File: src/rtl/irq_entry_pkg.sv
// Package: shared types for the interrupt entry sequencer.
// Assumes: the cause encoding below is fixed by the core's decoder.
package irq_entry_pkg;
    typedef enum logic [1:0] {
        K_BRK = 2'b00,
        K_IRQ = 2'b01,
        K_NMI = 2'b10,
        K_RST = 2'b11
    } entry_kind_t;

    typedef enum logic [2:0] {
        S_IDLE   = 3'd0,
        S_PUSH_H = 3'd1,
        S_PUSH_L = 3'd2,
        S_PUSH_P = 3'd3,
        S_VEC_L  = 3'd4,
        S_VEC_H  = 3'd5,
        S_DONE   = 3'd6
    } seq_state_t;
endpackage

File: src/rtl/ies_vec_sel.sv
// Module: ies_vec_sel
// Picks the handler vector address for the running cause. At the pick step of
// a break or maskable sequence, a pending non-maskable request redirects the
// vector and is acknowledged. Assumes: pick is high for exactly one cycle.
module ies_vec_sel
    import irq_entry_pkg::*;
#(
    parameter int AW = 16,
    parameter logic [AW-1:0] VEC_NMI = 16'hFFFA,
    parameter logic [AW-1:0] VEC_RST = 16'hFFFC,
    parameter logic [AW-1:0] VEC_BRK = 16'hFFFE
) (
    input  entry_kind_t   kind,
    input  logic          pick,
    input  logic          nmi_pending,
    output logic [AW-1:0] vec,
    output logic          take_nmi
);
    // Decide the vector and whether a pending non-maskable request usurps it.
    always_comb begin
        take_nmi = 1'b0;
        unique case (kind)
            K_NMI: vec = VEC_NMI;
            K_RST: vec = VEC_RST;
            default: begin
                if (nmi_pending) begin
                    vec      = VEC_NMI;
                    take_nmi = pick;
                end else begin
                    vec = VEC_BRK;
                end
            end
        endcase
    end
endmodule

File: src/rtl/ies_stat_fmt.sv
// Module: ies_stat_fmt
// Forms the status byte pushed on entry: the captured flags with the break
// marker forced set for a software break and clear for any other cause.
module ies_stat_fmt #(
    parameter int DW      = 8,
    parameter int BRK_BIT = 4
) (
    input  logic [DW-1:0] flags,
    input  logic          is_brk,
    output logic [DW-1:0] stat
);
    // Overwrite only the break marker bit.
    always_comb begin
        stat          = flags;
        stat[BRK_BIT] = is_brk;
    end
endmodule

File: src/rtl/ies_bus_drv.sv
// Module: ies_bus_drv
// Drives the byte bus from the sequencer state: stack cycles address the
// stack page, vector cycles address the vector and vector+1. Writes are
// suppressed when a reset sequence runs. Assumes the stack page is fixed.
module ies_bus_drv
    import irq_entry_pkg::*;
#(
    parameter int DW = 8,
    parameter logic [DW-1:0] STACK_PAGE = 8'h01,
    localparam int AW = 2 * DW
) (
    input  logic          clk,
    input  logic          rst_n,
    input  seq_state_t    state,
    input  logic [DW-1:0] sp,
    input  logic [AW-1:0] pc,
    input  logic [DW-1:0] stat,
    input  logic [AW-1:0] vec,
    input  logic          no_write,
    output logic [AW-1:0] addr,
    output logic          we,
    output logic [DW-1:0] wdata
);
    // Select address, data and write strobe for the current step.
    always_comb begin
        addr  = '0;
        we    = 1'b0;
        wdata = '0;
        unique case (state)
            S_PUSH_H: begin addr = {STACK_PAGE, sp}; we = !no_write; wdata = pc[AW-1:DW]; end
            S_PUSH_L: begin addr = {STACK_PAGE, sp}; we = !no_write; wdata = pc[DW-1:0]; end
            S_PUSH_P: begin addr = {STACK_PAGE, sp}; we = !no_write; wdata = stat; end
            S_VEC_L:  addr = vec;
            S_VEC_H:  addr = vec + AW'(1);
            default: ;
        endcase
    end

    // Writes may only ever target the stack page.
    a_r2_write_on_stack: assert property (@(posedge clk) disable iff (!rst_n)
        we |-> addr[AW-1:DW] == STACK_PAGE);
    // Vector cycles never write.
    a_r4_vector_read_only: assert property (@(posedge clk) disable iff (!rst_n)
        (state == S_VEC_L || state == S_VEC_H) |-> !we);
endmodule

File: src/rtl/irq_entry_seq.sv
// Module: irq_entry_seq (top)
// Sequences exception entry: three stack steps (writes, or reads for reset),
// a zero-time vector pick and flag set, two vector reads, then a done pulse.
// Assumes read data returns combinationally in the same cycle.
module irq_entry_seq
    import irq_entry_pkg::*;
#(
    parameter int DW       = 8,
    parameter int BRK_BIT  = 4,
    parameter int IDIS_BIT = 2,
    localparam int AW = 2 * DW
) (
    input  logic          clk,
    input  logic          rst_n,
    input  logic          start,
    input  logic [1:0]    kind,
    input  logic          nmi_pending,
    input  logic [AW-1:0] pc_in,
    input  logic [DW-1:0] sp_in,
    input  logic [DW-1:0] flags_in,
    input  logic [DW-1:0] mem_rdata,
    output logic [AW-1:0] mem_addr,
    output logic          mem_we,
    output logic [DW-1:0] mem_wdata,
    output logic          nmi_ack,
    output logic [AW-1:0] pc_out,
    output logic [DW-1:0] sp_out,
    output logic          iflag_out,
    output logic          busy,
    output logic          done
);
    seq_state_t    state;
    entry_kind_t   kind_r;
    logic [AW-1:0] pc_r;
    logic [AW-1:0] vec_r;
    logic [AW-1:0] vec_w;
    logic [DW-1:0] sp_r;
    logic [DW-1:0] flags_r;
    logic [DW-1:0] stat_w;
    logic          iflag_r;
    logic          take_nmi;
    logic          is_rst;

    assign is_rst = (kind_r == K_RST);

    ies_vec_sel #(.AW(AW)) u_vec (
        .kind(kind_r), .pick(state == S_PUSH_L), .nmi_pending(nmi_pending),
        .vec(vec_w), .take_nmi(take_nmi)
    );

    ies_stat_fmt #(.DW(DW), .BRK_BIT(BRK_BIT)) u_stat (
        .flags(flags_r), .is_brk(kind_r == K_BRK), .stat(stat_w)
    );

    ies_bus_drv #(.DW(DW)) u_bus (
        .clk(clk), .rst_n(rst_n), .state(state), .sp(sp_r), .pc(pc_r),
        .stat(stat_w), .vec(vec_r), .no_write(is_rst),
        .addr(mem_addr), .we(mem_we), .wdata(mem_wdata)
    );

    // Step the sequence and update the architectural registers it owns.
    always_ff @(posedge clk) begin
        if (!rst_n) begin
            state   <= S_IDLE;
            kind_r  <= K_BRK;
            pc_r    <= '0;
            vec_r   <= '0;
            sp_r    <= '0;
            flags_r <= '0;
            iflag_r <= 1'b0;
        end else begin
            unique case (state)
                S_IDLE: if (start) begin
                    kind_r  <= entry_kind_t'(kind);
                    pc_r    <= pc_in + {{(AW-1){1'b0}}, (kind == K_BRK)};
                    sp_r    <= sp_in;
                    flags_r <= flags_in;
                    iflag_r <= flags_in[IDIS_BIT];
                    state   <= S_PUSH_H;
                end
                S_PUSH_H: begin
                    sp_r  <= sp_r - DW'(1);
                    state <= S_PUSH_L;
                end
                S_PUSH_L: begin
                    sp_r  <= sp_r - DW'(1);
                    vec_r <= vec_w;
                    state <= S_PUSH_P;
                end
                S_PUSH_P: begin
                    sp_r <= sp_r - DW'(1);
                    if (!is_rst) iflag_r <= 1'b1;
                    state <= S_VEC_L;
                end
                S_VEC_L: begin
                    pc_r[DW-1:0] <= mem_rdata;
                    state        <= S_VEC_H;
                end
                S_VEC_H: begin
                    pc_r[AW-1:DW] <= mem_rdata;
                    state         <= S_DONE;
                end
                default: state <= S_IDLE;
            endcase
        end
    end

    assign nmi_ack   = take_nmi;
    assign pc_out    = pc_r;
    assign sp_out    = sp_r;
    assign iflag_out = iflag_r;
    assign busy      = (state != S_IDLE);
    assign done      = (state == S_DONE);

    // Each stack step lowers the stack pointer by one.
    a_r6_sp_step: assert property (@(posedge clk) disable iff (!rst_n)
        (state == S_PUSH_H || state == S_PUSH_L || state == S_PUSH_P)
        |=> sp_r == DW'($past(sp_r) - DW'(1)));
    // A reset sequence never writes the bus.
    a_r6_reset_silent: assert property (@(posedge clk) disable iff (!rst_n)
        (busy && is_rst) |-> !mem_we);
    // An acknowledge only answers a pending request.
    a_r5_ack_needs_pending: assert property (@(posedge clk) disable iff (!rst_n)
        nmi_ack |-> nmi_pending);
    // Done is a single-cycle pulse.
    a_r8_done_pulse: assert property (@(posedge clk) disable iff (!rst_n)
        done |=> !done);
    // Non-reset causes finish with interrupts disabled.
    a_r7_iflag_at_done: assert property (@(posedge clk) disable iff (!rst_n)
        (done && !is_rst) |-> iflag_out);
    // Once started, a sequence stays busy until done.
    a_r9_no_abort: assert property (@(posedge clk) disable iff (!rst_n)
        (busy && !done) |=> busy);
endmodule

File: config.mk
export PLATFORM = sky130hd
export DESIGN_NAME = irq_entry_seq
export DESIGN_NICKNAME = d
export VERILOG_FILES = /design/src/rtl/irq_entry_pkg.sv /design/src/rtl/ies_vec_sel.sv /design/src/rtl/ies_stat_fmt.sv /design/src/rtl/ies_bus_drv.sv /design/src/rtl/irq_entry_seq.sv
export SDC_FILE = /design/constraint.sdc
export NUM_CORES = 1
export LEC_CHECK = 0
export BUFFER_PORTS_ARGS = -buffer_cell sky130_fd_sc_hd__buf_2
export CAP_MARGIN = 40
export CORE_ASPECT_RATIO = 1.1
export CORE_UTILIZATION = 48
export CTS_BUF_LIST = sky130_fd_sc_hd__clkbuf_16
export DETAILED_ROUTE_END_ITERATION = 7
export PLACE_DENSITY = 0.8
export SLEW_MARGIN = 20
export SYNTH_ARGS = -nofsm -noshare
export SYNTH_HDL_FRONTEND = slang
export SYNTH_SLANG_ARGS = --single-unit
File: constraint.sdc
create_clock -name clk -period 2.3 [get_ports clk]
set_input_delay 0.46 -clock clk [delete_from_list [all_inputs] [get_ports clk]]
set_output_delay 0.46 -clock clk [all_outputs]
set_load 0.02 [all_outputs]
==> metrics.md, run 1 <==
| Metric | Value |
|---|---|
| Status | `complete, no violations` |
| Hold-critical path endpoint | `flags_r[7]` |
| Place WS | `~250 ps` |
| Top-count cell post-synth | `nand2_1` |
| Vias | `around 2600` |
| Root buffer cell | `clkbuf_16` |
| Synth async-reset ratio | `0` |
| Total GRT Usage | `0.255` |
| CTS tree | `built` |
| Worst-path clk slew | `roughly 60 ps` |
| Min-Delay Startpoint | `flags_in[7]` |
| CP required | `about 1800 ps` |
| Final design area excluding fillers | `3040 µm²` |
| Synthesized area per cell | `7.72 µm²` |
| DRC violations left | `0` |
| Worst r2r src | `state[2]` |
| Power per cell area | `slightly below 700 nW/µm²` |
| Fmax achieved | `~460 MHz` |
| Synth area leaders | `dfxtp_1 34%, nand2_1 7.9%, a22oi_1 6.9%` |
| Crit Path Max Fanout | `16` |
| H-Tree Depth | `2` |
| Startpoint class of the critical path | `flop` |
| Largest net degree at the start of global routing | `20` |
| Max cap viols | `0` |
| Worst R2R Setup Slack | `580 ps` |
| Final slew viol count | `0` |
| Fillcell total | `about 420` |
| Top FF cell, synth | `dfxtp_1` |
| Netlist cell types | `50` |
| Die H | `~76 µm` |
| Overflow after GRT | `0` |
| Area used by multi-input combinational logic | `around 1400 µm²` |
| Final setup vio count | `0` |
| Worst EP arrival | `~1700 ps` |
| Fraction of layout cells with a size suffix above 1 | `0.338` |
| Synth cell count leaders | `50 x nand2_1, 40 x dfxtp_1, 36 x nor2_1` |
| Warnings from Yosys | `0` |
| Critical path origin | `state[1]` |
| Worst Clk Skew | `between 5 and 6 ps` |
| Global-route wire length before repair | `roughly 11 mm` |
| Vias in the first global route | `2325` |
| Reg-to-Reg End | `sp_out[7]` |
| CTS buffer count | `5` |
| Initial DRC count | `~140` |
| Worst Hold Depth | `3` |
| Dpl hpwl | `a little under 5 mm` |
| ANT nets after route | `0` |
| Seq/Total Area, Yosys | `0.337` |
| Core footprint | `~4700 µm²` |
| #FFs+latches synth | `40` |
| Max Buffers Root-to-Sink | `2` |
| Drt via density | `about 5.8` |
| Mapped Area | `between 2000 and 2500 µm²` |
| ANT cells | `0` |
| Area Overhead vs Synth | `27.6%` |
| Yosys top cell by area | `dfxtp_1` |
| Initial DRT Pass Iterations | `4` |
| EDFF count, synth | `0` |
| Slew headroom | `0.660` |
| # nets final | `~450` |
| Leakage | `approximately 1.4 nW` |
| Register area | `just over 800 µm²` |
| Clock Latency Late Sink | `between 200 and 300 ps` |
| Setup TNS | `0 ps` |
| Synthesized Nets | `357` |
| Final worst hold slack | `just over 400 ps` |
| Critical path capture point type | `output port` |
| Post-DR wirelength/cell | `14.2 µm` |
| Slew of the pin with the lowest slew margin | `509 ps` |
| Worst vdd ir | `around 0.32 mV` |
| Routed WL | `6.46 mm` |
| RSZ-0062 raised after global routing | `false` |
| Buffers on Ports | `97` |
| Starting Density | `0.504` |
| Fin crit share | `0.936` |
| Die ar. | `around 5200 µm²` |
| Placed Instance Area | `between 2000 and 3000 µm²` |
| Crit Path Class | `flop to output port` |
| Path type of the worst min-delay path | `primary input to flop` |
| Synth Instances | `between 300 and 400` |
| # IOs | `approximately 100` |
| Area share of the largest cell type after synthesis | `0.337` |
| Final Critical Period | `approximately 2200 ps` |
| Die width | `~69 µm` |
| Fin. Hold Viols | `0` |
| R2r worst-path depth | `4` |
| Initial antenna violation count | `0` |
| Num rows | `26` |
| GP Congestion | `0.840` |
| Final WS setup | `147 ps` |
| Num Clock Sinks | `40` |
## where the power goes
part | internal [mW] | switching [mW]
logic | 0.244 | 0.349
clock network | 0.394 | 0.265
registers | 0.763 | 0.0871
## registers in the layout, summed over array words and instances (netlist names)
signal / flops
sp_out: 8
vec_r: 3
pc_out: 16
iflag_out: 1
kind_r: 2
state: 3
flags_r: 7
## how the worst max path moves through the flow
stage	end	cells past startpoint
after global routing	mem_wdata[2]	5
after detailed placement	mem_addr[7]	5
final	mem_addr[7]	5
after CTS	mem_addr[7]	5
after global placement	mem_addr[3]	5
after floorplan	mem_addr[1]	5
## timing repair
item | in CTS | in global routing
gates cloned | 0 | 0
gates resized for setup | 1 | 2
hold endpoints to repair | 0 | 0
setup endpoints to repair | 19 | 10
hold buffers | 0 | 0
setup buffers | 0 | 0
## metrics by stage
step / cells / total power [mW] / util
after global routing: 455 / 2.22 / 0.644
after detailed placement: 447 / 1.45 / 0.613
final: 455 / 2.10 / 0.644
after CTS: 455 / 2.11 / 0.643
after global placement: 447 / 1.44 / 0.613
after floorplan: 308 / 1.24 / -
## kinds of logic after synthesis
family | after synthesis | share of synthesized area
and+or+nand+nor | 133 | 0.272
adders and majority gates | 3 | 0.0158
xor gates and xnor gates | 9 | 0.0331
buffers and inverters | 34 | 0.0694
muxes | 11 | 0.0510
DFF | 40 | 0.337
AOI/OAI and AO/OA | 78 | 0.222
## cell type report
type | instances | share of cell area
Clock buffer | 5 | 0.0412
Timing Repair Buffer | 110 | 0.192
Clock inverter | 3 | 0.00453
Sequential cell | 40 | 0.265
Tap cell | 56 | 0.0231
Multi-Input combinational cell | 234 | 0.465
Inverter | 7 | 0.00866
## critical path: stages, from the launching register on
cell and delay (ps):
dfxtp_2 570, buf_4 210, o21ba_2 300, nand2_1 100
nand2_1 80, buf_2 160
## per-layer routing
| layer | part of all wire | wire length, µm | GRT usage |
|---|---|---|---|
| met1 | 0.43 | 2790 | 0.309 |
| met2 | 0.50 | 3240 | 0.463 |
| met3 | 0.060 | 385 | 0.0476 |
| met4 | 0.0076 | 49 | 0.0862 |
| met5 | 0 | 0 | 0 |
## cells in the final DEF, fill, tap and decap left out, drive strengths merged, types with 5 or more instances in the layout
master | synthesis | final
clkbuf | 9 | 5
dfxtp | 40 | 40
nor3 | 5 | 5
nand2 | 50 | 50
nor2 | 37 | 37
nor4 | 5 | 5
nand3 | 18 | 18
o21ai | 6 | 6
a21oi | 21 | 21
inv | 7 | 7
a22oi | 22 | 22
mux2 | 9 | 9
buf | 18 | 110
xnor2 | 9 | 9
o22ai | 6 | 6
Note: power is estimated with default switching activity, not from simulation.
==> inputs of run 2 (changes only) <==
--- a/config.mk
+++ b/config.mk
@@ -8,8 +8,8 @@
 export BUFFER_PORTS_ARGS = -buffer_cell sky130_fd_sc_hd__buf_2
 export CAP_MARGIN = 40
 export CORE_ASPECT_RATIO = 1.1
-export CORE_UTILIZATION = 48
-export CTS_BUF_LIST = sky130_fd_sc_hd__clkbuf_16
+export CORE_UTILIZATION = 42
+export CTS_BUF_LIST = sky130_fd_sc_hd__clkbuf_2 sky130_fd_sc_hd__clkbuf_4 sky130_fd_sc_hd__clkbuf_8
 export DETAILED_ROUTE_END_ITERATION = 7
 export PLACE_DENSITY = 0.8
 export SLEW_MARGIN = 20
==> run 2 against run 1 <==
- combinational power rose by 2%
- register-to-register slack got worse by 160 ps
- non-clock buffer count grew 1
- cell count grew 4.4%
- worst setup slack better by 4.4 ps
- critical endpoint is now mem_wdata[5]
==> metrics.md, run 2 (synthesized netlist as in run 1, its figures left out) <==
| Metric | Value |
|---|---|
| R2r worst-path depth | `5` |
| Most frequent cells in the layout | `97 x buf_2, 50 x nand2_1, 38 x dfxtp_1, 36 x nor2_1, 22 x a22oi_1` |
| Area Overhead vs Synth | `27.9%` |
| Initial antenna violation count | `0` |
| Overflow after GRT | `0` |
| Vias | `roughly 2600` |
| Crit Path Class | `flop to output port` |
| Placed cell count | `467` |
| Largest net degree at the start of global routing | `18` |
| Worst Clk Skew | `roughly 3.5 ps` |
| Slowest stage cell on the critical path | `dfxtp_2` |
| Critical path capture point type | `output port` |
| Max cap viols | `0` |
| Final WS setup | `151 ps` |
| Root buffer cell | `clkbuf_8` |
| Reg-to-Reg End | `iflag_out` |
| Leakage | `1.39 nW` |
| Dpl hpwl | `roughly 5 mm` |
| Worst Hold Depth | `3` |
| Place WS | `238 ps` |
| Core footprint | `5430 µm²` |
| # IOs | `99` |
| Slowest stage delay, CP | `about 420 ps` |
| DRC violations left | `0` |
| Routed WL | `about 6.6 mm` |
| Area used by multi-input combinational logic | `approximately 1400 µm²` |
| Total power | `approximately 2 mW` |
| Die ar. | `just under 6000 µm²` |
| Vias in the first global route | `approximately 2300` |
| Drt via density | `approximately 5.6` |
| Register area | `803 µm²` |
| Worst vdd ir | `roughly 0.33 mV` |
| Fin. Hold Viols | `0` |
| Hold_buf cts | `0` |
| Status | `complete, no violations` |
| Final slew viol count | `0` |
| Slew headroom | `0.647` |
| Total GRT Usage | `0.227` |
| # nets final | `448` |
| Fin cells | `about 480` |
| CTS tree | `built` |
| Post-DR wirelength/cell | `13.9 µm` |
| Worst-path clk slew | `approximately 80 ps` |
| Num Clock Sinks | `40` |
| Fmax achieved | `465 MHz` |
| Setup TNS | `0 ps` |
| Most common cell after layout, fill and taps aside | `buf_2` |
| CP required | `1840 ps` |
| Final design area excluding fillers | `a little over 3000 µm²` |
| Final Critical Period | `about 2100 ps` |
| Crit-path cells | `buf_4, mux2_2, a22oi_1, nor2_1, buf_2` |
| Placed Instance Area | `between 2000 and 3000 µm²` |
| Worst EP arrival | `1690 ps` |
| ANT cells | `0` |
| Fillcell total | `approximately 500` |
| Largest register FFs | `16` |
| Min-Delay Startpoint | `flags_in[0]` |
| Initial DRC count | `about 130` |
| Die H | `80.9 µm` |
| Starting Density | `0.438` |
| Crit Path Max Fanout | `10` |
| Global-route wire length before repair | `around 10 mm` |
| CTS buffer count | `5` |
| Die width | `around 74 µm` |
| Final setup vio count | `0` |
| GP Congestion | `about 0.87` |
| Fin crit share | `0.934` |
| Worst R2R Setup Slack | `420 ps` |
| Clock Latency Late Sink | `a little under 300 ps` |
| Buffers on Ports | `between 90 and 100` |
| H-Tree Depth | `2` |
| Power per cell area | `approximately 670 nW/µm²` |
| Num rows | `28` |
| RSZ-0062 raised after global routing | `false` |
| Slew of the pin with the lowest slew margin | `roughly 530 ps` |
| Initial DRT Pass Iterations | `4` |
| Worst r2r src | `state[2]` |
| Hold-critical path endpoint | `flags_r[0]` |
| Startpoint class of the critical path | `flop` |
| Max Buffers Root-to-Sink | `2` |
| Path type of the worst min-delay path | `primary input to flop` |
| ANT nets after route | `0` |
| Finished Core Util | `0.560` |
| Fraction of layout cells with a size suffix above 1 | `0.340` |
| Final worst hold slack | `roughly 400 ps` |
run 2: cell count changes in the layout (fill, tap and decap cells not counted):
cell / change
clkinv_2: -2
dfxtp_1: +1
inv_6: +1
clkbuf_16: -5
buf_4: +1
clkinv_1: -1
bufinv_16: +1
clkbuf_8: +5
clkinvlp_4: +1
dfxtp_2: -1
run 2: worst max-delay path, delay by kind of cell, from the launching register on:
family / cells / cell delay, ps
AND/OR/NAND/NOR: 1 / 90
AO/OA/AOI/OAI: 1 / 150
flip-flops: 1 / 420
multiplexers: 1 / 350
buffers and inverters: 2 / 400
run 2: cell type report:
type                       count  share of cell area
multi-input combinational    234               0.464
sequential                    40               0.264
timing repair buffer         111               0.194
tap                           75              0.0309
clock buffer                   5              0.0226
clock inverter                 3              0.0152
inverter                       7             0.00864
run 2: how the worst max path moves through the flow:
stage / start / end / slack, ps / cells past startpoint
global placement: kind[1] / pc_out[14] / 250 / 8
global route: state[2] / mem_addr[13] / 50 / 4
CTS: state[0] / mem_wdata[7] / 30 / 4
finish: state[1] / mem_wdata[5] / 150 / 5
floorplan: state[1] / mem_addr[1] / 330 / 5
detailed placement: kind[1] / pc_out[14] / 240 / 8
run 2: repair_timing:
| item | CTS | global route |
|---|---|---|
| endpoints found under the hold margin | 0 | 0 |
| resized for setup | 0 | 2 |
| endpoints found under the setup margin | 0 | 14 |
| setup buffers | 0 | 0 |
run 2: metal layers:
metal	track usage	share of wire
met2	0.370	0.47
met1	0.282	0.43
met4	0.0962	0.020
met5	0	0
met3	0.0583	0.084
run 2: report_power, final:
part	leakage [nW]	internal [mW]	switching (mW)
Combinational	1.00	0.247	0.359
Sequential	0.329	0.762	0.0824
Clock	0.0548	0.327	0.264
Total	1.39	1.34	0.706
==> inputs of run 3 (changes only) <==
==> constraint.sdc (replaced) <==
create_clock -name clk -period 2.3 [get_ports clk]
set_input_delay 0.23 -clock clk [delete_from_list [all_inputs] [get_ports clk]]
set_output_delay 0.23 -clock clk [all_outputs]
set_load 0.02 [all_outputs]
==> run 3 against run 2 <==
- clock power shrank 16%
- die area is the same
- cell area shrank 1.6%
- critical endpoint unchanged
==> metrics.md, run 3 (synthesized netlist as in run 1, its figures left out) <==
| Metric | Value |
|---|---|
| ANT nets after route | `0` |
| Num Clock Sinks | `40` |
| Reg-to-Reg End | `pc_out[13]` |
| Slew headroom | `0.559` |
| Max cap viols | `0` |
| Slew of the pin with the lowest slew margin | `about 660 ps` |
| Overflow after GRT | `0` |
| Core footprint | `about 5400 µm²` |
| Post-DR wirelength/cell | `around 14 µm` |
| CTS buffer count | `5` |
| Setup TNS | `0 ps` |
| CP delay by family, top | `flip-flops` |
| Vias | `about 2600` |
| Worst EP arrival | `approximately 1900 ps` |
| Setup repair bufs after CTS | `0` |
| Root buffer cell | `clkbuf_8` |
| Fmax achieved | `roughly 470 MHz` |
| Final slew viol count | `0` |
| Final Critical Period | `approximately 2100 ps` |
| DRC violations left | `0` |
| CTS tree | `built` |
| Worst Clk Skew | `about 7.3 ps` |
| Area Overhead vs Synth | `25.8%` |
| Starting Density | `0.438` |
| Startpoint class of the critical path | `flop` |
| Most frequent cells in the layout | `97 x buf_2, 50 x nand2_1, 40 x dfxtp_1, 36 x nor2_1, 22 x a22oi_1` |
| Die H | `around 81 µm` |
| Total GRT Usage | `0.230` |
| Leakage | `around 1.4 nW` |
| Hold_buf cts | `0` |
| Clock Latency Late Sink | `290 ps` |
| Drt via density | `~5.4` |
| Initial antenna violation count | `0` |
| Levels on crit path | `5` |
| Die width | `about 74 µm` |
| Crit Path Class | `flop to output port` |
| Worst R2R Setup Slack | `between 300 and 400 ps` |
| Largest register FFs | `16` |
| Worst Hold Depth | `3` |
| # IOs | `99` |
| Initial DRC count | `159` |
| ANT cells | `0` |
| Path type of the worst min-delay path | `primary input to flop` |
| # nets final | `444` |
| GP Congestion | `between 0.8 and 0.9` |
| Crit-path cells | `buf_4, mux2_2, a22oi_1, nor2_1, buf_2` |
| Dpl hpwl | `4.99 mm` |
| Final setup vio count | `0` |
| Worst vdd ir | `0.382 mV` |
| CP required | `just over 2000 ps` |
| Worst-path clk slew | `approximately 80 ps` |
| Slowest stage cell on the critical path | `dfxtp_1` |
| Worst r2r src | `state[1]` |
| Buffers on Ports | `between 90 and 100` |
| Num rows | `28` |
| R2r worst-path depth | `5` |
| Status | `complete, no violations` |
| Die ar. | `5970 µm²` |
| Initial DRT Pass Iterations | `5` |
| RSZ-0062 raised after global routing | `false` |
| Routed WL | `about 6.6 mm` |
| Hold-critical path endpoint | `flags_r[0]` |
| Critical path capture point type | `output port` |
| Most common cell after layout, fill and taps aside | `buf_2` |
| Fin. Hold Viols | `0` |
| Power per cell area | `between 600 and 700 nW/µm²` |
| Fraction of layout cells with a size suffix above 1 | `0.328` |
| Vias in the first global route | `between 2000 and 2500` |
| Finished Core Util | `0.551` |
| Min-Delay Startpoint | `flags_in[0]` |
| Crit Path Max Fanout | `12` |
| Global-route wire length before repair | `between 10 and 15 mm` |
| Max Buffers Root-to-Sink | `2` |
| Bufs and invs on worst path | `2` |
| Slowest stage delay, CP | `~640 ps` |
| Post-CTS resize count | `0` |
| H-Tree Depth | `2` |
| Fin crit share | `0.928` |
| Largest net degree at the start of global routing | `38` |
run 3: cell types whose count changed in the layout (fill, tap and decap cells not counted):
cell / before / now
inv_6: 1 / 0
dfxtp_2: 2 / 0
dfxtp_1: 38 / 40
bufinv_16: 1 / 0
buf_4: 14 / 10
clkinvlp_4: 1 / 2
clkbuf_8: 5 / 6
run 3: final cells by class:
| class | count | area [µm²] |
|---|---|---|
| Inverter | 7 | 26.3 |
| Sequential cell | 40 | 801 |
| Clock inverter | 2 | 15.0 |
| Tap cell | 75 | 93.8 |
| Multi-Input combinational cell | 234 | 1410 |
| Timing Repair Buffer | 107 | 561 |
| Clock buffer | 6 | 82.6 |
| Fill cell | 520 | 2440 |
run 3: worst register-to-register path: cells and delay by family, from the launching register on:
kind,cells,cell delay [ps]
flops,1,640
compound gates,2,330
simple gates,2,620
buf+inv,1,250
run 3: worst max-delay path by stage:
stage                        start           end  slack (ps)
final                     state[1]  mem_wdata[5]         170
after CTS                 state[1]  mem_wdata[5]         180
after global routing      state[1]       nmi_ack          50
after detailed placement   kind[1]    pc_out[14]         350
after global placement     kind[1]    pc_out[14]         380
after floorplan           state[1]   mem_addr[1]         560
run 3: report_power, final:
part           switching, mW  internal, mW
registers             0.0790         0.761
logic                  0.358         0.241
clock network          0.255         0.243
total                  0.692          1.25
run 3: through the flow:
step                cell area (µm²)  worst slack, ps  cells  total power, mW  hold slack (ps)
CTS                            2990              182    471             1.95              163
finish                         2990              166    471             1.94              170
global route                   2990             45.8    471             2.06              154
detailed placement             2890              347    463             1.45              452
global placement               2890              378    463             1.44              445
floorplan                      2380              558    308             1.24              366
run 3: metal layers:
metal,global-route usage,vias to the layer above,share of wire
met3,0.0509,4,0.066
met2,0.383,124,0.48
met5,0,-,0
met4,0.0442,0,0.0036
li1,-,1281,-
met1,0.307,1155,0.45
